--- config.mk ---
export PLATFORM = sky130hd
export DESIGN_NAME = exc_arbiter_top
export DESIGN_NICKNAME = d
export VERILOG_FILES = /design/src/rtl/exc_arb_pkg.sv /design/src/rtl/exc_src_state.sv /design/src/rtl/exc_winner_sel.sv /design/src/rtl/exc_prio_stack.sv /design/src/rtl/exc_arbiter_top.sv
export SDC_FILE = /design/constraint.sdc
export NUM_CORES = 1
export LEC_CHECK = 0
export ABC_AREA = 1
export BUFFER_PORTS_ARGS = -buffer_cell sky130_fd_sc_hd__buf_4
export CAP_MARGIN = 0
export CORE_ASPECT_RATIO = 1.5
export CORE_UTILIZATION = 54
export DETAILED_ROUTE_END_ITERATION = 16
export PLACE_DENSITY_LB_ADDON = 0.15
export SLEW_MARGIN = 20
export SYNTH_ARGS = -nofsm -noshare
export SYNTH_HDL_FRONTEND = slang
export SYNTH_SLANG_ARGS = --single-unit
--- constraint.sdc ---
create_clock -name clk -period 9.06 [get_ports clk]
set_input_delay 0.453 -clock clk [delete_from_list [all_inputs] [get_ports clk]]
set_output_delay 0.453 -clock clk [all_outputs]
set_load 0.02 [all_outputs]
--- src/rtl/exc_arb_pkg.sv ---
`timescale 1ns/1ps
package exc_arb_pkg;
  typedef enum logic [1:0] {
    SRC_IDLE     = 2'd0,
    SRC_PEND     = 2'd1,
    SRC_ACT      = 2'd2,
    SRC_ACT_PEND = 2'd3
  } src_state_e;

  localparam int NMI_ID    = 0;
  localparam int HFLT_ID   = 1;
  localparam int NMI_LVL   = -2;
  localparam int HFLT_LVL  = -1;
  localparam int FIXED_CNT = 2;
endpackage

--- src/rtl/exc_src_state.sv ---
`timescale 1ns/1ps
module exc_src_state
  import exc_arb_pkg::*;
(
  input  logic clk,
  input  logic rst_n,
  input  logic set_req,
  input  logic take,
  input  logic retire,
  output logic pend,
  output logic act
);
  src_state_e st_q, st_d;

  always_comb begin
    st_d = st_q;
    unique case (st_q)
      SRC_IDLE:     if (set_req) st_d = SRC_PEND;
      SRC_PEND:     if (take) st_d = set_req ? SRC_ACT_PEND : SRC_ACT;
      SRC_ACT: begin
        if (retire)       st_d = set_req ? SRC_PEND : SRC_IDLE;
        else if (set_req) st_d = SRC_ACT_PEND;
      end
      SRC_ACT_PEND: begin
        if (retire)    st_d = SRC_PEND;
        else if (take) st_d = set_req ? SRC_ACT_PEND : SRC_ACT;
      end
      default: st_d = SRC_IDLE;
    endcase
  end

  always_ff @(posedge clk or negedge rst_n) begin
    if (!rst_n) st_q <= SRC_IDLE;
    else        st_q <= st_d;
  end

  assign pend = (st_q == SRC_PEND) || (st_q == SRC_ACT_PEND);
  assign act  = (st_q == SRC_ACT)  || (st_q == SRC_ACT_PEND);
endmodule

--- src/rtl/exc_winner_sel.sv ---
`timescale 1ns/1ps
module exc_winner_sel
  import exc_arb_pkg::*;
#(
  parameter int NUM_SRC = 10,
  parameter int PRIO_W  = 3,
  localparam int IDW    = $clog2(NUM_SRC),
  localparam int EW     = PRIO_W + 2,
  localparam int CFG_N  = NUM_SRC - FIXED_CNT
) (
  input  logic [NUM_SRC-1:0]      pend,
  input  logic [CFG_N-1:0]        en,
  input  logic [CFG_N*PRIO_W-1:0] prio_cfg,
  input  logic                    mask,
  output logic                    found,
  output logic [IDW-1:0]          win_id,
  output logic signed [EW-1:0]    win_lvl
);
  localparam logic signed [EW-1:0] IDLE_LVL = EW'(1 << PRIO_W);

  logic signed [EW-1:0] lvl [NUM_SRC];
  logic [NUM_SRC-1:0]   cand;

  for (genvar g = 0; g < NUM_SRC; g++) begin : g_lvl
    if (g == NMI_ID) begin : g_nmi
      assign lvl[g]  = EW'(NMI_LVL);
      assign cand[g] = pend[g];
    end else if (g == HFLT_ID) begin : g_hflt
      assign lvl[g]  = EW'(HFLT_LVL);
      assign cand[g] = pend[g];
    end else begin : g_cfg
      assign lvl[g]  = $signed({2'b00, prio_cfg[(g-FIXED_CNT)*PRIO_W +: PRIO_W]});
      assign cand[g] = pend[g] && en[g-FIXED_CNT] && !mask;
    end
  end

  // Strict compare keeps the lower-numbered source on equal levels.
  always_comb begin
    found   = 1'b0;
    win_id  = '0;
    win_lvl = IDLE_LVL;
    for (int i = 0; i < NUM_SRC; i++) begin
      if (cand[i] && (!found || lvl[i] < win_lvl)) begin
        found   = 1'b1;
        win_id  = IDW'(i);
        win_lvl = lvl[i];
      end
    end
  end
endmodule

--- src/rtl/exc_prio_stack.sv ---
`timescale 1ns/1ps
module exc_prio_stack #(
  parameter int DEPTH = 8,
  parameter int IDW   = 4,
  parameter int EW    = 5,
  localparam int CW   = $clog2(DEPTH + 1),
  localparam int AW   = (DEPTH > 1) ? $clog2(DEPTH) : 1
) (
  input  logic                 clk,
  input  logic                 rst_n,
  input  logic                 push,
  input  logic                 pop,
  input  logic [IDW-1:0]       push_id,
  input  logic signed [EW-1:0] push_lvl,
  output logic                 empty,
  output logic                 full,
  output logic [CW-1:0]        cnt,
  output logic [IDW-1:0]       top_id,
  output logic signed [EW-1:0] top_lvl
);
  logic [IDW-1:0]       id_q  [DEPTH];
  logic signed [EW-1:0] lvl_q [DEPTH];
  logic [CW-1:0]        cnt_q;
  logic [AW-1:0]        wr_idx, top_idx;

  assign wr_idx  = AW'(cnt_q);
  assign top_idx = AW'(cnt_q - CW'(1));

  always_ff @(posedge clk or negedge rst_n) begin
    if (!rst_n) begin
      cnt_q <= '0;
      for (int i = 0; i < DEPTH; i++) begin
        id_q[i]  <= '0;
        lvl_q[i] <= '0;
      end
    end else if (push && !full) begin
      id_q[wr_idx]  <= push_id;
      lvl_q[wr_idx] <= push_lvl;
      cnt_q         <= cnt_q + CW'(1);
    end else if (pop && !empty) begin
      cnt_q <= cnt_q - CW'(1);
    end
  end

  assign empty   = (cnt_q == '0);
  assign full    = (cnt_q == CW'(DEPTH));
  assign cnt     = cnt_q;
  assign top_id  = id_q[top_idx];
  assign top_lvl = lvl_q[top_idx];
endmodule

--- src/rtl/exc_arbiter_top.sv ---
`timescale 1ns/1ps
module exc_arbiter_top
  import exc_arb_pkg::*;
#(
  parameter int NUM_SRC   = 10,
  parameter int PRIO_W    = 3,
  parameter int STK_DEPTH = 8,
  localparam int IDW      = $clog2(NUM_SRC),
  localparam int EW       = PRIO_W + 2,
  localparam int CFG_N    = NUM_SRC - FIXED_CNT,
  localparam int CW       = $clog2(STK_DEPTH + 1)
) (
  input  logic                    clk,
  input  logic                    rst_n,
  input  logic [NUM_SRC-1:0]      req_set,
  input  logic [CFG_N-1:0]        src_en,
  input  logic [CFG_N*PRIO_W-1:0] prio_cfg,
  input  logic                    mask_all,
  input  logic                    entry_ack,
  input  logic                    handler_done,
  output logic                    take_req,
  output logic [IDW-1:0]          win_id,
  output logic                    preempt,
  output logic signed [EW-1:0]    cur_prio,
  output logic [NUM_SRC-1:0]      pending_o,
  output logic [NUM_SRC-1:0]      active_o
);
  localparam logic signed [EW-1:0] IDLE_LVL = EW'(1 << PRIO_W);

  logic                 found;
  logic signed [EW-1:0] win_lvl;
  logic                 stk_empty, stk_full;
  logic [CW-1:0]        stk_cnt;
  logic [IDW-1:0]       top_id;
  logic signed [EW-1:0] top_lvl;
  logic                 do_push, do_pop;

  exc_winner_sel #(.NUM_SRC(NUM_SRC), .PRIO_W(PRIO_W)) u_sel (
    .pend     (pending_o),
    .en       (src_en),
    .prio_cfg (prio_cfg),
    .mask     (mask_all),
    .found    (found),
    .win_id   (win_id),
    .win_lvl  (win_lvl)
  );

  exc_prio_stack #(.DEPTH(STK_DEPTH), .IDW(IDW), .EW(EW)) u_stk (
    .clk      (clk),
    .rst_n    (rst_n),
    .push     (do_push),
    .pop      (do_pop),
    .push_id  (win_id),
    .push_lvl (win_lvl),
    .empty    (stk_empty),
    .full     (stk_full),
    .cnt      (stk_cnt),
    .top_id   (top_id),
    .top_lvl  (top_lvl)
  );

  assign cur_prio = stk_empty ? IDLE_LVL : top_lvl;
  assign take_req = found && (win_lvl < cur_prio) && !stk_full;
  assign preempt  = take_req && !stk_empty;
  assign do_pop   = handler_done && !stk_empty;
  assign do_push  = entry_ack && take_req && !handler_done;

  for (genvar g = 0; g < NUM_SRC; g++) begin : g_src
    exc_src_state u_st (
      .clk     (clk),
      .rst_n   (rst_n),
      .set_req (req_set[g]),
      .take    (do_push && (win_id == IDW'(g))),
      .retire  (do_pop && (top_id == IDW'(g))),
      .pend    (pending_o[g]),
      .act     (active_o[g])
    );
  end
endmodule

==> impl_summary.log <==
[metrics] clock tree buffer depth: 2
[metrics] post-synthesis average cell area: 6.86 um^2
[metrics] most frequently used cell type in the post-synthesis netlist: sky130_fd_sc_hd__nand2_1
[metrics] final total negative setup slack: -2.24 ns
[metrics] post-DR wirelength/cell: about 17 um
[metrics] routability congestion estimate: just over 0.9
[metrics] Vias/cell: ~5.7
[metrics] f_max: 0.108 GHz
[metrics] result of the run: finished, violations left
[metrics] register area share after synthesis: 0.359
[metrics] global-route wire length before repair: 28.8 mm
[metrics] ports placed on the boundary: 78
[metrics] register-to-register path setup slack: -0.16 ns
[metrics] top cell type by total area after synthesis: sky130_fd_sc_hd__dfrtp_1
[metrics] H-tree levels: 3
[metrics] share of the cycle needed by the critical path after routing: 1.02
[metrics] transition time at the pin with the least slew margin: about 1.1 ns
[metrics] Crit Path Max Fanout: 8
[metrics] kind of cell adding the most delay to the critical path: simple AND/OR/NAND/NOR gates
[metrics] horizontal die dimension: between 90 and 100 um
[metrics] Unique masters post-synth: 38
[metrics] dominant synthesized flop cell: sky130_fd_sc_hd__dfrtp_1
[metrics] count of placed standard cells including taps: ~1200
[metrics] top area cells in the synthesized netlist: sky130_fd_sc_hd__dfrtp_1, sky130_fd_sc_hd__nand2_1, sky130_fd_sc_hd__inv_1
[metrics] number of global-route vias before repair: 6204
[metrics] remaining design rule violation count: 0
[metrics] Core Box Area: roughly 12000 um^2
[metrics] Die Span Y: ~140 um
[metrics] post-detailed-route count of antenna-violating nets: 0
[metrics] overall power: 4.05 mW
[metrics] IR drop worst, VDD: 0.467 mV
[metrics] Final Instance Area: roughly 8900 um^2
[metrics] required arrival time at the worst endpoint: 9.34 ns
[metrics] crit-path max cell delay: between 0.3 and 0.4 ns
[metrics] total count of hold-check failures in the final report: 0
[metrics] Final Routed Wirelength: 20.6 mm
[metrics] count of max-cap constraint violations: 0
[metrics] CTS tree: done
[metrics] Max Slew Vio Count: 0
[metrics] area fraction of the dominant cell type after synthesis: 0.359
[metrics] Post-Layout Cell Count: approximately 1200
[metrics] CTS Sinks: between 90 and 100
[metrics] clock skew after layout: roughly 0.014 ns
[metrics] post-synthesis cell count: 974
[metrics] clock latency on the worst-skew pair: approximately 0.35 ns
[metrics] number of clock buffers inserted by TritonCTS: 9
[metrics] Ys Warns: 0
[metrics] type of destination of the critical path: flip-flop
[metrics] combined area of all synthesized cells: roughly 6700 um^2
[metrics] Post-synth ARST share: 1.00
[metrics] Worst-path clk slew: ~0.08 ns
[metrics] Filler Cells Inserted: roughly 930
[metrics] Critical Path Most Common Cell: sky130_fd_sc_hd__nand2_2
[metrics] worst slew margin relative to its limit: 0.275
[metrics] FF-to-FF Start: g_src[2].u_st.st_q[0]
[metrics] class of the tightest hold or removal check: input port to asynchronous set/reset pin
[metrics] number of flops mapped to enable cells by yosys: 0
[metrics] diode insertion count for antenna repair: 0
[metrics] P&R area growth vs syn: 33.9%
[metrics] crit path kind: flip-flop to flip-flop
[metrics] termination of the worst setup path: u_stk.lvl_q[18]
[metrics] initial antenna violation count: 0
[metrics] final global-route overflow total: 0
[metrics] Net Count, Synth: between 1000 and 1500
[metrics] leakage power total: around 4.5 nW
[metrics] violation count after the first detailed-routing iteration: between 400 and 500
[metrics] starting utilization of the core area: 0.556
[metrics] Buffers & Inverters on Critical Path: 11
[metrics] Worst path slowest cell: sky130_fd_sc_hd__dfrtp_1
[metrics] Total GRT Usage: 0.280
[metrics] RSZ-0062 raised after global routing: true
[metrics] Tmin final: slightly above 9 ns
[metrics] Register-to-Register Path Depth: just over 70
[metrics] maximum number of pins on one net before global-route repair: 64
[metrics] post-route setup slack: -0.162 ns
[metrics] share of post-route cells with drive strength above 1: 0.360
[metrics] full die area: 12800 um^2
[metrics] master cell of the clock root buffer: sky130_fd_sc_hd__clkbuf_16
[metrics] Reg-to-Reg End: u_stk.lvl_q[18]
[metrics] DPL Wire Length: around 13 mm
[metrics] Site Rows: between 40 and 50
[metrics] detailed-router iteration count before antenna repair: 5
[metrics] power density over the cells: 453 nW/um^2
[metrics] Final setup viols: 30
[metrics] count of input and output buffers: just under 80
[metrics] cell area after placement: about 7500 um^2
[metrics] Data arrival, critical path: about 9.5 ns
[metrics] failing checks: setup timing
[metrics] CP Launch Point: g_src[2].u_st.st_q[0]
[metrics] critical path launch point type: flip-flop
[metrics] stages on the worst setup path: roughly 70
[metrics] nets@finish: 1139
[metrics] number of flip-flops and latches in the synthesized netlist: 96
[metrics] total via count after detailed routing: roughly 7000
[metrics] ranking of synthesized cells by instance count: sky130_fd_sc_hd__nand2_1, sky130_fd_sc_hd__inv_1, sky130_fd_sc_hd__dfrtp_1, sky130_fd_sc_hd__nor2_1, sky130_fd_sc_hd__o21ai_0
area by class of cell:
class	instances	area, um^2	share of cell area
well taps	153	191	0.0214
clock inverters	7	65.1	0.00727
repair buffers	154	1300	0.145
multi-input cells	653	4140	0.462
inverters	158	631	0.0705
clock buffers	9	225	0.0252
flip-flops and latches	96	2400	0.269
through the flow:
step / worst slack (ns) / hold slack, ns / utilization
2_1_floorplan: 0.00723 / 0.157 / -
3_3_place_gp: -0.0720 / 0.429 / 0.626
3_5_place_dp: -0.284 / 0.434 / 0.626
4_1_cts: 0.00720 / 0.0664 / 0.665
5_1_grt: -0.675 / 0.0844 / 0.745
6_report: -0.162 / 0.0530 / 0.745
report_power, final:
part	internal (mW)	switching (mW)	leakage, nW
Combinational	1.14	1.78	3.12
Clock	0.192	0.183	0.137
Sequential	0.604	0.148	1.20
Total	1.94	2.12	4.45
kinds of logic (layout without fill, tap and decap cells):
group,after synthesis,in the layout,synth area share
AOI/OAI and AO/OA,200,200,0.156
adders and majority gates,20,20,0.0374
DFF,96,96,0.359
buffers and inverters,227,328,0.143
and+or+nand+nor,427,429,0.298
xor gates and xnor gates,4,4,0.00524
placed cells by master, fill, tap and decap left out, types with 10 or more instances in the layout:
cell type | Yosys | routed
sky130_fd_sc_hd__nor3_1 | 10 | 10
sky130_fd_sc_hd__a21oi_1 | 71 | 42
sky130_fd_sc_hd__o21ai_1 | 27 | 32
sky130_fd_sc_hd__o21ai_2 | 0 | 21
sky130_fd_sc_hd__nand2_2 | 15 | 67
sky130_fd_sc_hd__dfrtp_1 | 96 | 95
sky130_fd_sc_hd__buf_6 | 0 | 12
sky130_fd_sc_hd__a21oi_2 | 1 | 25
sky130_fd_sc_hd__nand2_4 | 0 | 16
sky130_fd_sc_hd__clkbuf_16 | 0 | 10
sky130_fd_sc_hd__nand2_1 | 232 | 164
sky130_fd_sc_hd__ha_4 | 0 | 11
sky130_fd_sc_hd__buf_4 | 24 | 132
sky130_fd_sc_hd__nand4_1 | 16 | 16
sky130_fd_sc_hd__nor2_1 | 81 | 71
sky130_fd_sc_hd__nand3_1 | 50 | 44
sky130_fd_sc_hd__o21ai_0 | 80 | 51
sky130_fd_sc_hd__inv_1 | 146 | 129
sky130_fd_sc_hd__inv_2 | 8 | 18
worst register-to-register path, delay by kind of cell, from the launching register on:
family	cells	cell delay, ns
and+or+nand+nor	36	3.62
AOI/OAI and AO/OA	16	2.22
adders and majority gates	8	1.96
buffers and inverters	11	0.97
DFF	1	0.38
metal layers:
metal | GRT usage | wire, um
met5 | 0 | 0
met4 | 0.112 | 969
met3 | 0.0391 | 1020
met2 | 0.500 | 10900
met1 | 0.334 | 7680
worst min path at each step:
stage	start	end	slack, ns	cells past startpoint
floorplan	rst_n	g_src[0].u_st.st_q[0]	0.16	0
global route	rst_n	u_stk.lvl_q[39]	0.08	1
global placement	rst_n	u_stk.lvl_q[38]	0.43	1
CTS	rst_n	u_stk.lvl_q[38]	0.07	1
detailed placement	rst_n	u_stk.lvl_q[38]	0.43	1
finish	rst_n	u_stk.lvl_q[34]	0.05	1
flip-flops by register name (all words and copies together), names as in the netlist:
| name | cells |
|---|---|
| g_src.u_st.st_q | 20 |
| u_stk.cnt | 4 |
| u_stk.id_q | 32 |
| u_stk.lvl_q | 40 |
what timing repair did:
action,4_1_cts,5_1_grt
resized for setup,17,216
pin swaps,37,45
setup endpoints to repair,51,100
cloned,0,8
buffers inserted,15,24
hold buffers,0,0
Power figures use the tool's default switching activity.
